`src/rtl/scrub_pkg.sv`:
```
package scrub_pkg;
    typedef enum logic [1:0] {
        CMD_NOP = 2'd0,
        CMD_ACT = 2'd1,
        CMD_WR  = 2'd2,
        CMD_PRE = 2'd3
    } cmd_e;

    typedef enum logic [1:0] {
        ST_IDLE = 2'd0,
        ST_RUN  = 2'd1,
        ST_DONE = 2'd2
    } seq_st_e;

    typedef enum logic [1:0] {
        PH_ACT = 2'd0,
        PH_WR  = 2'd1,
        PH_PRE = 2'd2,
        PH_FIN = 2'd3
    } seq_ph_e;
endpackage

```
`src/rtl/scrub_gap_calc.sv`:
```
module scrub_gap_calc #(
    parameter int TW        = 6,
    parameter int GW        = 9,
    parameter int PRE_GAP   = 4,
    parameter int WTR_EXTRA = 8
) (
    input  logic [TW-1:0] t_rcd_i,
    input  logic [TW-1:0] t_rp_i,
    input  logic [TW-1:0] t_rrd_i,
    input  logic [TW-1:0] t_faw_i,
    input  logic [TW-1:0] t_wtr_i,
    input  logic [TW-1:0] t_cwl_i,
    output logic [GW-1:0] act_dly_o,
    output logic [GW-1:0] wr_tail_o,
    output logic [GW-1:0] pre_dly_o
);
    logic [GW-1:0] faw_share;
    logic [GW-1:0] rrd_ext;
    logic [GW-1:0] act_space;

    always_comb begin
        // a quarter of the four-activate window, rounded up by one
        faw_share = GW'(t_faw_i >> 2) + GW'(1);
        rrd_ext   = GW'(t_rrd_i);
        act_space = (faw_share > rrd_ext) ? faw_share : rrd_ext;
        act_dly_o = act_space + GW'(t_rcd_i);
        wr_tail_o = GW'(t_wtr_i) + GW'(t_cwl_i) + GW'(WTR_EXTRA);
        pre_dly_o = GW'(PRE_GAP) + GW'(t_rp_i);
    end
endmodule

```
`src/rtl/scrub_rank_pick.sv`:
```
module scrub_rank_pick #(
    parameter int NUM_RANKS = 4,
    parameter int RW        = 2,
    parameter int RIW       = 3
) (
    input  logic [NUM_RANKS-1:0] mask_i,
    input  logic [RIW-1:0]       from_i,
    output logic                 found_o,
    output logic [RW-1:0]        idx_o
);
    logic [NUM_RANKS-1:0] cand;

    for (genvar g = 0; g < NUM_RANKS; g++) begin : g_cand
        assign cand[g] = mask_i[g] && (RIW'(g) >= from_i);
    end

    always_comb begin
        found_o = |cand;
        idx_o   = '0;
        for (int i = NUM_RANKS - 1; i >= 0; i--) begin
            if (cand[i]) begin
                idx_o = RW'(i);
            end
        end
    end
endmodule

```
`src/rtl/scrub_wait_timer.sv`:
```
module scrub_wait_timer #(
    parameter int TMW = 10
) (
    input  logic           clk,
    input  logic           rst_n,
    input  logic           load_i,
    input  logic [TMW-1:0] val_i,
    output logic           expired_o
);
    logic [TMW-1:0] cnt_d, cnt_q;

    always_comb begin
        cnt_d = cnt_q;
        if (load_i) begin
            cnt_d = val_i;
        end else if (cnt_q != '0) begin
            cnt_d = cnt_q - TMW'(1);
        end
    end

    always_ff @(posedge clk or negedge rst_n) begin
        if (!rst_n) begin
            cnt_q <= '0;
        end else begin
            cnt_q <= cnt_d;
        end
    end

    assign expired_o = (cnt_q == '0);
endmodule

```
`src/rtl/ecc_scrub_seq.sv`:
```
module ecc_scrub_seq
    import scrub_pkg::*;
#(
    parameter int NUM_RANKS    = 4,
    parameter int NUM_BANKS    = 8,
    parameter int MAX_ROW_BITS = 16,
    parameter int MIN_ROW_BITS = 4,
    parameter int TW           = 6,
    parameter int DATA_W       = 64,
    parameter int WR_COUNT     = 129,
    parameter int COL_BITS     = 9,
    parameter int COL_STEP     = 8,
    parameter int WR_GAP       = 4,
    parameter int PRE_GAP      = 4,
    parameter int WTR_EXTRA    = 8,
    parameter int STARTUP_CYC  = 1000,
    localparam int RW  = (NUM_RANKS > 1) ? $clog2(NUM_RANKS) : 1,
    localparam int BW  = (NUM_BANKS > 1) ? $clog2(NUM_BANKS) : 1,
    localparam int RBW = $clog2(MAX_ROW_BITS + 1)
) (
    input  logic                    clk,
    input  logic                    rst_n,
    input  logic                    start_i,
    input  logic                    ecc_en_i,
    input  logic [NUM_RANKS-1:0]    rank_mask_i,
    input  logic [RBW-1:0]          row_bits_i,
    input  logic [TW-1:0]           t_rcd_i,
    input  logic [TW-1:0]           t_rp_i,
    input  logic [TW-1:0]           t_rrd_i,
    input  logic [TW-1:0]           t_faw_i,
    input  logic [TW-1:0]           t_wtr_i,
    input  logic [TW-1:0]           t_cwl_i,
    output logic                    busy_o,
    output logic                    done_o,
    output logic [1:0]              cmd_o,
    output logic [RW-1:0]           cmd_rank_o,
    output logic [BW-1:0]           cmd_bank_o,
    output logic [MAX_ROW_BITS-1:0] cmd_addr_o,
    output logic                    wdata_vld_o,
    output logic [DATA_W-1:0]       wdata_o
);
    localparam int RIW  = $clog2(NUM_RANKS + 1);
    localparam int ROWW = MAX_ROW_BITS;
    localparam int WCW  = (WR_COUNT > 1) ? $clog2(WR_COUNT) : 1;
    localparam int GW   = TW + 3;
    localparam int SUW  = $clog2(STARTUP_CYC + 1);
    localparam int TMW  = (SUW > GW) ? SUW : GW;

    typedef struct packed {
        seq_st_e         st;
        seq_ph_e         ph;
        logic [RW-1:0]   rank;
        logic [BW-1:0]   bank;
        logic [ROWW-1:0] row;
        logic [WCW-1:0]  widx;
        logic [COL_BITS-1:0] col;
        logic            done;
    } seq_state_t;

    seq_state_t s_d, s_q;

    logic [GW-1:0]  act_dly, wr_tail, pre_dly;
    logic           first_found, next_found;
    logic [RW-1:0]  first_idx, next_idx;
    logic           tmr_load, tmr_expired;
    logic [TMW-1:0] tmr_val;
    logic [RBW-1:0] rb_eff;
    logic [ROWW-1:0] row_max;
    logic [RIW-1:0] next_from;

    scrub_gap_calc #(
        .TW(TW), .GW(GW), .PRE_GAP(PRE_GAP), .WTR_EXTRA(WTR_EXTRA)
    ) u_gap (
        .t_rcd_i(t_rcd_i), .t_rp_i(t_rp_i), .t_rrd_i(t_rrd_i),
        .t_faw_i(t_faw_i), .t_wtr_i(t_wtr_i), .t_cwl_i(t_cwl_i),
        .act_dly_o(act_dly), .wr_tail_o(wr_tail), .pre_dly_o(pre_dly)
    );

    scrub_rank_pick #(
        .NUM_RANKS(NUM_RANKS), .RW(RW), .RIW(RIW)
    ) u_first (
        .mask_i(rank_mask_i), .from_i('0),
        .found_o(first_found), .idx_o(first_idx)
    );

    assign next_from = RIW'(s_q.rank) + RIW'(1);

    scrub_rank_pick #(
        .NUM_RANKS(NUM_RANKS), .RW(RW), .RIW(RIW)
    ) u_next (
        .mask_i(rank_mask_i), .from_i(next_from),
        .found_o(next_found), .idx_o(next_idx)
    );

    scrub_wait_timer #(
        .TMW(TMW)
    ) u_tmr (
        .clk(clk), .rst_n(rst_n),
        .load_i(tmr_load), .val_i(tmr_val),
        .expired_o(tmr_expired)
    );

    // clamp the row width into the supported range
    always_comb begin
        if (row_bits_i < RBW'(MIN_ROW_BITS)) begin
            rb_eff = RBW'(MIN_ROW_BITS);
        end else if (row_bits_i > RBW'(MAX_ROW_BITS)) begin
            rb_eff = RBW'(MAX_ROW_BITS);
        end else begin
            rb_eff = row_bits_i;
        end
        row_max = {ROWW{1'b1}} >> (ROWW - int'(rb_eff));
    end

    always_comb begin
        s_d         = s_q;
        tmr_load    = 1'b0;
        tmr_val     = '0;
        cmd_o       = CMD_NOP;
        cmd_rank_o  = s_q.rank;
        cmd_bank_o  = s_q.bank;
        cmd_addr_o  = '0;
        wdata_vld_o = 1'b0;

        unique case (s_q.st)
            ST_IDLE, ST_DONE: begin
                if (start_i) begin
                    if (first_found) begin
                        s_d.st   = ST_RUN;
                        s_d.ph   = PH_ACT;
                        s_d.rank = first_idx;
                        s_d.bank = '0;
                        s_d.row  = '0;
                        s_d.done = 1'b0;
                        tmr_load = 1'b1;
                        tmr_val  = ecc_en_i ? TMW'(STARTUP_CYC) : '0;
                    end else begin
                        s_d.st   = ST_DONE;
                        s_d.done = 1'b1;
                    end
                end
            end
            ST_RUN: begin
                if (tmr_expired) begin
                    unique case (s_q.ph)
                        PH_ACT: begin
                            cmd_o      = CMD_ACT;
                            cmd_addr_o = s_q.row;
                            tmr_load   = 1'b1;
                            tmr_val    = TMW'(act_dly) - TMW'(1);
                            s_d.ph     = PH_WR;
                            s_d.widx   = '0;
                            s_d.col    = '0;
                        end
                        PH_WR: begin
                            cmd_o       = CMD_WR;
                            cmd_addr_o  = ROWW'(s_q.col);
                            wdata_vld_o = 1'b1;
                            tmr_load    = 1'b1;
                            s_d.col     = s_q.col + COL_BITS'(COL_STEP);
                            if (s_q.widx == WCW'(WR_COUNT - 1)) begin
                                tmr_val = TMW'(wr_tail) - TMW'(1);
                                s_d.ph  = PH_PRE;
                            end else begin
                                tmr_val  = TMW'(WR_GAP - 1);
                                s_d.widx = s_q.widx + WCW'(1);
                            end
                        end
                        PH_PRE: begin
                            cmd_o      = CMD_PRE;
                            cmd_addr_o = '0;
                            tmr_load   = 1'b1;
                            tmr_val    = TMW'(pre_dly) - TMW'(1);
                            s_d.ph     = PH_ACT;
                            if (s_q.row == row_max) begin
                                s_d.row = '0;
                                if (s_q.bank == BW'(NUM_BANKS - 1)) begin
                                    s_d.bank = '0;
                                    if (next_found) begin
                                        s_d.rank = next_idx;
                                    end else begin
                                        s_d.ph = PH_FIN;
                                    end
                                end else begin
                                    s_d.bank = s_q.bank + BW'(1);
                                end
                            end else begin
                                s_d.row = s_q.row + ROWW'(1);
                            end
                        end
                        PH_FIN: begin
                            s_d.st   = ST_DONE;
                            s_d.done = 1'b1;
                        end
                        default: s_d.ph = PH_ACT;
                    endcase
                end
            end
            default: s_d.st = ST_IDLE;
        endcase
    end

    always_ff @(posedge clk or negedge rst_n) begin
        if (!rst_n) begin
            s_q <= '{st: ST_IDLE, ph: PH_ACT, rank: '0, bank: '0, row: '0,
                     widx: '0, col: '0, done: 1'b0};
        end else begin
            s_q <= s_d;
        end
    end

    assign busy_o  = (s_q.st == ST_RUN);
    assign done_o  = s_q.done;
    assign wdata_o = '0;
endmodule

```
`config.mk`:
```
export PLATFORM = sky130hd
export DESIGN_NAME = ecc_scrub_seq
export DESIGN_NICKNAME = d
export VERILOG_FILES = /design/src/rtl/scrub_pkg.sv /design/src/rtl/scrub_gap_calc.sv /design/src/rtl/scrub_rank_pick.sv /design/src/rtl/scrub_wait_timer.sv /design/src/rtl/ecc_scrub_seq.sv
export SDC_FILE = /design/constraint.sdc
export NUM_CORES = 1
export LEC_CHECK = 0
export BUFFER_PORTS_ARGS = -buffer_cell sky130_fd_sc_hd__buf_4
export CORE_MARGIN = 1.5
export CORE_UTILIZATION = 55
export CTS_CLUSTER_SIZE = 10
export DETAILED_ROUTE_END_ITERATION = 6
export GPL_ROUTABILITY_DRIVEN = 0
export MAX_ROUTING_LAYER = met4
export PLACE_DENSITY = 0.82
export RECOVER_POWER = 50
export SYNTH_ARGS = -nofsm -noshare
export SYNTH_HDL_FRONTEND = slang
export SYNTH_SLANG_ARGS = --single-unit
```
`constraint.sdc`:
```
create_clock -name clk -period 3.23 [get_ports clk]
set_input_delay 0.1615 -clock clk [delete_from_list [all_inputs] [get_ports clk]]
set_output_delay 0.1615 -clock clk [all_outputs]
set_load 0.01 [all_outputs]
```
# Word-level counts from Yosys, hierarchy flattened
# Cells that the tools add are included.
# word_totals
output_inout_bits	90
wordCells	130
in_bits	49
register_bits	53
# classes
muxes	56
shifts	1
reduce_logical	23
addsub	15
n_lt_le_gt_ge	7
n_eq_ne	19
# ops
cell	n
two-way mux 10 bit	7
two-way mux 16 bit	3
case mux 23 bit (2 select lines)	1
two-way mux 43 bit	1
case mux 17 bit (2 select lines)	1
case mux 16 bit (2 select lines)	1
>> shifter 16 x 32 -> 16 bit (first input constant)	1
two-way mux 2 bit	15
case mux 10 bit (3 select lines)	1
subtractor 9 x 1 -> 10 bit (second input constant)	3
two-way mux 25 bit	1
two-way mux 23 bit	1
two-way mux 21 bit	1
case mux 10 bit (2 select lines)	1
adder 9 x 4 -> 9 bit (second input constant)	2
adder 16 x 1 -> 16 bit (second input constant)	1
equality test 16 bit	1
!= test 2 x 1 -> 1 bit (second input constant)	6
case mux 2 bit (3 select lines)	2
AND reduction 6 bit	2
zero test 10 bit	1
two-way mux 1 bit	10
two-way mux 5 bit	2
nonzero test 10 bit	1
38 further kinds	55

# Longest topological paths before layout
# Gate-level depths: netlist of run 1.
# depth
word_depth	13
depth_mapped	20
mapped_depth_nobuf	20

# By module
# From an unflattened synthesis of run 1, not the netlist that was laid out.
# hier_totals
hier_cells	706
hier_area_um2	5805.6
# modules_own_cells
mod	seq_area_each_um2	cells_each	n_inst	area_per_inst_um2
ecc_scrub_seq	1076.0	513	1	4217.8
scrub_gap_calc	0.0	99	1	829.5
scrub_wait_timer	250.2	68	1	620.6
scrub_rank_pick	0.0	13	2	68.8

# Worst setup path after synthesis of run 1
# No wires, ideal clock.
# synth_path
path_kind	input-to-reg
startpoint	input port t_faw_i[2]
endpoint	register u_tmr.cnt_q[8]
path_slack_ps	-703
path_buffers	0
path_stages	18
t_arrival_ps	3855
setup_ps	78
cell_sequence	ha_1 > xor2_1 > ha_1 > a21o_1 > a21o_1 > a21oi_1 > o22ai_1 > o21ai_1 > mux2_2 > ha_1 > a211oi_1 > o21bai_1 > a32oi_1 > o311a_1 > or3b_2 > nor2_1 > o21ai_0 > a21oi_1
# synth_between
elab_chain_cells	9
# synth_lines
element	line_no	source
from (decl)	ecc_scrub_seq.sv:30	input logic [TW-1:0] t_faw_i,
adder 4 x 1 -> 5 bit (*)	scrub_gap_calc.sv:23	faw_share = GW'(t_faw_i >> 2) + GW'(1);
> comparator 9 x 6 -> 1 bit	scrub_gap_calc.sv:25	act_space = (faw_share > rrd_ext) ? faw_share : rrd_ext;
two-way mux 9 bit (*)	scrub_gap_calc.sv:25	
adder 9 x 6 -> 9 bit (*)	scrub_gap_calc.sv:26	act_dly_o = act_space + GW'(t_rcd_i);
subtractor 9 x 1 -> 10 bit (*)	ecc_scrub_seq.sv:150	tmr_val = TMW'(act_dly) - TMW'(1);
case mux 10 bit (3 select lines) (*)	ecc_scrub_seq.sv:145	unique case (s_q.ph)
two-way mux 10 bit (*)	ecc_scrub_seq.sv:144	if (tmr_expired) begin
case mux 10 bit (2 select lines) (*)	ecc_scrub_seq.sv:125	unique case (s_q.st)
two-way mux 10 bit (*)	scrub_wait_timer.sv:14	if (load_i) begin
to (signal assigned)	scrub_wait_timer.sv:25	cnt_q <= cnt_d;
to (decl)	scrub_wait_timer.sv:10	logic [TMW-1:0] cnt_d, cnt_q;
# Every way passes the cells marked *; elsewhere a longest branch is shown, timed or not.
# A chain may end at the register's enable or synchronous reset.

# Worst setup path in the final report of run 1
# layout_path
startpoint	input port t_faw_i[3]
endpoint	register u_tmr.cnt_q[7]
# The elaborated chain is that of the path after synthesis.

==> impl_metrics.tcl, run 1 <==
set metrics [dict create \
    outcome "finished, violations left" \
    violations "setup timing" \
    yosysSeqAreaShare_pct 24.7 \
    grt_use_met1_pct 31.5 \
    clock.fmax_ghz 0.279 \
    final-hold-violation-count 0 \
    port_buffers 72 \
    yosys-top-cells-area "dfrtp_1, buf_4, ha_1, nor2_1, xnor2_1" \
    yosysTopAreaCell "dfrtp_1" \
    postSynthCellCount 665 \
    first_iter_violations 211 \
    dp_cells 867 \
    start_util_pct 57.5 \
    critPathArrivalTime_ns 3.83 \
    hpwl_um 9920 \
    required_ns 3.48 \
    crit_fanout 6 \
    viasPerCell 5.73 \
    clock-skew-final_ns 0.0122 \
    synth_edf_count 0 \
    drt.antenna.violating_nets 0 \
    grt_pass1_vias 4630 \
    fin_nets 841 \
    worstSetupStartpoint "t_faw_i[3]" \
    fin_crit_sh_pct 111 \
    dieWidth_um 102 \
    synthTopCellsByCount "buf_4, nor2_1, nand2_1, dfrtp_1, ha_1" \
    place_ws_ns -0.599 \
    cts_tree "done" \
    syn_area_sq_um 5360 \
    tightest_slew_ns 1.31 \
    finalPower_mw 2.44 \
    clock-root-buffer "clkbuf_8" \
    max-cap-violations 0 \
    min_from "rank_mask_i[0]" \
    wl_um 13500 \
    r2r-start "u_tmr.cnt_q[0]" \
    timing.hold.ws_ns 0.162 \
    grt_usage_pct 25.7 \
    start_kind "primary input" \
    instances_no_fill 883 \
    p_per_area_nw_per_um2 388 \
    worst-r2r-setup-slack_ns 0.16 \
    grt-ovfl-total 0 \
    drc 0 \
    slew_headroom_pct 12.9 \
    yosysMostFrequentCell "buf_4" \
    final.setup.tns_ns -2.08 \
    cts_buffers 5 \
    fin_area_sq_um 6290 \
    rsz0062_at_grt "true" \
    clock_path_buffers 2 \
    final_util_pct 67.4 \
    place_area_sq_um 6000 \
    worst_slack_ns -0.355 \
    end_kind "flip-flop" \
    min_path_type "primary input to flip-flop" \
    grt_pass1_wl_um 20900 \
    clk_pin_slew_ns 0.10 \
    clock-sinks 53 \
    first_pass_iters 5 \
    async_flop_share_pct 100 \
    row_count 35 \
    syn_area_per_cell_sq_um 8.06 \
    die_area_sq_um 10300 \
    p_leak_nw 3.06 \
    antenna_found_initial 0 \
    vias 5057 \
    synth_seq_cells 53 \
    min_path_cells 3 \
    io_pins 139 \
    whs_endpoint "cmd_rank_o[0]" \
    synth_top_area_share_pct 24.7 \
    top_usage_layer "met2" \
    drive_gt1_share_pct 20.8 \
    wl_per_cell_um 15.3 \
    met2_usage_pct 44.3 \
    ys_types 73 \
    rr_worst_depth 11 \
    min_period_ns 3.59 \
    insertion_delay_ns 0.31 \
    fp.dieH_um 102 \
    ir_drop_v 0.000263 \
    htree_levels 2 \
    core_area_sq_um 9330 \
    use_met3_pct 3.59 \
    grt_max_degree 54 \
    syn2layout_area_growth_pct 17.4 \
    diodes 0 \
    slew_violations 0 \
    yosys_warnings 0 \
    r2r_end "s_q[39]" \
    synth_flop_cell "dfrtp_1" \
    criticalPathCategory "primary input to flip-flop" \
    setup_violations 8 \
]
## registers in the layout, indices dropped and copies added (netlist names)
signal and cells:
s_q 37, u_tmr.cnt_q 10, cmd_bank_o 3, cmd_rank_o 2, done_o 1
## worst max-delay path by stage
| stage | end | cells after the start | slack, ns |
|---|---|---|---|
| 2_1_floorplan | u_tmr.cnt_q[7] | 18 | -0.23 |
| 3_3_place_gp | u_tmr.cnt_q[5] | 19 | -0.43 |
| 3_5_place_dp | u_tmr.cnt_q[7] | 19 | -0.60 |
| 4_1_cts | u_tmr.cnt_q[8] | 19 | -0.20 |
| 5_1_grt | u_tmr.cnt_q[7] | 22 | -0.56 |
| 6_report | u_tmr.cnt_q[7] | 20 | -0.36 |
## cell usage in the layout (no fill, tap or decap), types with 5 or more instances in the layout
| cell type | n |
|---|---|
| clkbuf_1 | 9 |
| clkbuf_8 | 5 |
| a21o_1 | 11 |
| nor2b_1 | 7 |
| ha_1 | 32 |
| a21oi_2 | 6 |
| nand2_1 | 55 |
| a21oi_1 | 31 |
| and2_1 | 22 |
| conb_1 | 64 |
| a22o_1 | 11 |
| nor2_1 | 62 |
| inv_1 | 24 |
| nor3b_1 | 6 |
| o22ai_1 | 8 |
| and3_1 | 16 |
| xor2_1 | 22 |
| buf_4 | 97 |
| nor3_1 | 12 |
| xnor2_1 | 24 |
| nor4_1 | 7 |
| dfrtp_1 | 53 |
| nand4_1 | 13 |
| nand3_1 | 18 |
| mux2i_1 | 6 |
| o21ai_0 | 21 |
## per-layer routing
layer  routed length (um)  vias up  part of all wire (%)
met5                    0        -                     0
met4                  270        0                   2.0
li1                     -     2390                     -
met3                  829       32                   6.2
met2                 6940      222                    52
met1                 5430     2413                    40
## worst max-delay path, cell delays in order
cell,delay (ns)
buf_8,0.11
ha_4,0.17
xor2_4,0.18
ha_4,0.23
a21o_1,0.19
a21o_1,0.21
a21oi_2,0.18
o22ai_2,0.10
o21ai_4,0.11
nor2_1,0.08
a21oi_1,0.17
ha_1,0.29
o21ai_0,0.29
o21bai_1,0.15
a32oi_1,0.20
o311a_1,0.21
or3b_4,0.41
o22ai_2,0.18
a21oi_2,0.07
nor2_1,0.13
## timing repair
action	CTS	global route
gates cloned	0	1
pin swaps	14	29
endpoints found under the setup margin	8	18
gates resized for setup	10	23
setup buffers	0	6
hold buffers	1	0
hold endpoints to repair	53	0
## cell type report
cell class / instances / area (sq um)
Timing Repair Buffer: 111 / 851
Clock inverter: 1 / 7.51
Multi-Input combinational cell: 554 / 3760
Timing Repair inverter: 1 / 5.00
Sequential cell: 53 / 1330
Tap cell: 129 / 161
Fill cell: 769 / 3040
Inverter: 27 / 105
Clock buffer: 7 / 76.3
## kinds of logic after synthesis
family                     count (synthesis)  share of synthesized area, %
other                                      1                        0.0700
adders and majority gates                 40                          9.57
and+or+nand+nor                          251                          24.5
muxes                                     12                          2.36
buffers and inverters                    121                          13.4
DFF                                       53                          24.7
AOI/OAI and AO/OA                        138                          17.1
xor gates and xnor gates                  49                          8.27
## where the power goes
| group | switching [mW] | internal (mW) |
|---|---|---|
| Combinational | 0.681 | 0.531 |
| Sequential | 0.112 | 0.748 |
| Clock | 0.214 | 0.154 |
| Total | 1.01 | 1.43 |
Power figures use the tool's default switching activity.
==> inputs of run 2 (changes only) <==
Settings changed: ABC_AREA set to 1, CTS_BUF_LIST set to sky130_fd_sc_hd__clkbuf_16, PLACE_DENSITY 0.82 to 0.81.
==> run 2 against run 1 <==
The flow now finishes without violations. Area after synthesis increased by 8.2%. Routed wire length decreased by 0.66%. Hold slack better by 0.058 ns. Fmax increased by 11%. Flip-flop and latch count unchanged. Final cell count increased by 23%. Global-route usage down 1.4 points. Total power increased by 3.9%.
==> impl_metrics.tcl, run 2 <==
set metrics [dict create \
    p_comb_share_pct 45.4 \
    row_count 37 \
    wl_um 13400 \
    cp_slowest_stage_delay_ns 0.44 \
    final-hold-violation-count 0 \
    vias 5539 \
    critPathArrivalTime_ns 3.45 \
    htree_levels 2 \
    wl_per_cell_um 12.3 \
    layout_common_cells "nand2_1, inv_1, nor2_1" \
    cts_tree "done" \
    p_leak_nw 3.29 \
    grt_max_degree 54 \
    die_area_sq_um 11200 \
    clock.fmax_ghz 0.310 \
    top_usage_layer "met2" \
    drc 0 \
    required_ns 3.45 \
    antenna_found_initial 0 \
    start_kind "primary input" \
    largest_reg_flops 37 \
    clock-skew-final_ns 0.00404 \
    grt_pass1_vias 5044 \
    timing.hold.ws_ns 0.220 \
    synth_flop_cell "dfrtp_1" \
    rsz0062_at_grt "true" \
    fp.dieH_um 106 \
    fin_nets 1039 \
    hpwl_um 10500 \
    worst_slack_ns 0.000939 \
    yosysMostFrequentCell "nand2_1" \
    synth_top_area_share_pct 22.9 \
    switching_share_pct 40.9 \
    min_period_ns 3.23 \
    core_area_sq_um 10300 \
    diodes 0 \
    yosys-top-cells-area "dfrtp_1, nand2_1, buf_4, ha_1, inv_1" \
    synth_seq_cells 53 \
    syn_area_per_cell_sq_um 6.69 \
    final_common_cell "nand2_1" \
    yosys_warnings 0 \
    ys_types 51 \
    drive_gt1_share_pct 18.8 \
    clock-root-buffer "clkbuf_16" \
    p_int_mw 1.50 \
    met2_usage_pct 42.1 \
    async_flop_share_pct 100 \
    regMostFlops "s_q" \
    synth_edf_count 0 \
    postSynthCellCount 867 \
    end_kind "flip-flop" \
    clk_pin_slew_ns 0.07 \
    grt-ovfl-total 0 \
    p_clk_share_pct 21.3 \
    first_pass_iters 5 \
    crit_top_cell "nand2_1" \
    outcome "finished clean" \
    setup_violations 0 \
    max-cap-violations 0 \
    dieWidth_um 106 \
    final_util_pct 63.7 \
    criticalPathCategory "primary input to flip-flop" \
    grt_pass1_wl_um 22000 \
    port_buffers 72 \
    viasPerCell 5.09 \
    clock_path_buffers 2 \
    yosysTopAreaCell "dfrtp_1" \
    nFillCells 965 \
    fin_crit_sh_pct 100 \
    rr_worst_depth 11 \
    start_util_pct 56.4 \
    insertion_delay_ns 0.29 \
    grt_usage_pct 24.3 \
    io_pins 139 \
    slew_headroom_pct 11.6 \
    drt.antenna.violating_nets 0 \
    grt_use_met1_pct 29.8 \
    p_per_area_nw_per_um2 387 \
    syn2layout_area_growth_pct 12.9 \
    min_path_type "primary input to flip-flop" \
    p_switching_mw 1.04 \
    crit_fanout 7 \
    place_ws_ns -0.309 \
    cts_buffers 5 \
    syn_area_sq_um 5800 \
    ir_drop_v 0.000305 \
    tightest_slew_ns 1.33 \
    synthTopCellsByCount "nand2_1, inv_1, nor2_1, buf_4, dfrtp_1" \
    cpMaxStageDelayCell "fa_2" \
    yosysSeqAreaShare_pct 22.9 \
    min_path_cells 3 \
    first_iter_violations 348 \
    clock-sinks 53 \
    seqPwrFrac_pct 33.3 \
    use_met3_pct 3.15 \
    slew_violations 0 \
]
run 2: cell count changes after synthesis, sizes merged, moves of 20 or more:
cell   previous run  this run
nand3            19        51
inv              26       116
nand2            55       206
nor2             63       124
xnor2            25         5
o21ai            27        51
and2             22         0
run 2: critical path: cells and delay by family:
kind / cells / cell delay [ns]
xor gates and xnor gates: 1 / 0.14
adders and majority gates: 4 / 1.10
buffers and inverters: 2 / 0.18
and+or+nand+nor: 10 / 0.97
AOI/OAI and AO/OA: 8 / 0.89
run 2: logic make-up after synthesis:
family	Yosys count	share of synthesized area (%)
AOI/OAI and AO/OA	126	12.4
adders and majority gates	39	8.67
xor gates and xnor gates	20	3.02
other	1	0.0647
DFF	53	22.9
and+or+nand+nor	431	35.0
buffers and inverters	197	17.9
run 2: metal layers:
metal | vias up | routed length (um)
li1 | 2841 | -
met1 | 2509 | 5870
met2 | 161 | 6660
met3 | 28 | 578
met4 | 0 | 276
met5 | - | 0
run 2: final timing paths:
kind                       startpoint              to  slack (ns)
max in group asynchronous       rst_n         s_q[10]        1.73
min reg2reg                    s_q[3]          s_q[3]        0.51
min                           start_i         s_q[41]        0.22
max reg2reg                   s_q[41]         s_q[32]        0.45
max                        t_faw_i[3]  u_tmr.cnt_q[5]      0.0009
min in group asynchronous       rst_n         s_q[32]        0.69
run 2: cell type report:
class	instances	area, sq um	share of cell area [%]
repair buffers	94	702	10.7
clock buffers	5	125	1.91
flip-flops and latches	53	1330	20.3
clock inverters	3	21.3	0.325
multi-input cells	680	3760	57.4
inverters	117	442	6.75
well taps	136	170	2.60
run 2: what timing repair did:
item	CTS	global route
hold buffers	1	0
setup buffers	1	3
gates resized for setup	2	36
endpoints found under the setup margin	2	9
endpoints found under the hold margin	53	0
pin swaps	5	16
run 2: through the flow:
step                      TNS [ns]  cell area (sq um)  total power [mW]  std cells
after global placement       -1.49               6290              1.93       1075
final                            0               6550              2.54       1088
after global routing         -1.83               6550              2.74       1088
after CTS                        0               6460              2.50       1085
after floorplan                  0               6050              1.72        930
after detailed placement     -2.21               6290              1.94       1075
run 2: power groups by stage:
stage	registers, mW	logic (mW)	clock network (mW)
after floorplan	0.843	0.881	0
after global placement	0.857	1.07	0
final	0.844	1.15	0.540
after global routing	0.854	1.31	0.576
after detailed placement	0.859	1.08	0
after CTS	0.846	1.10	0.554
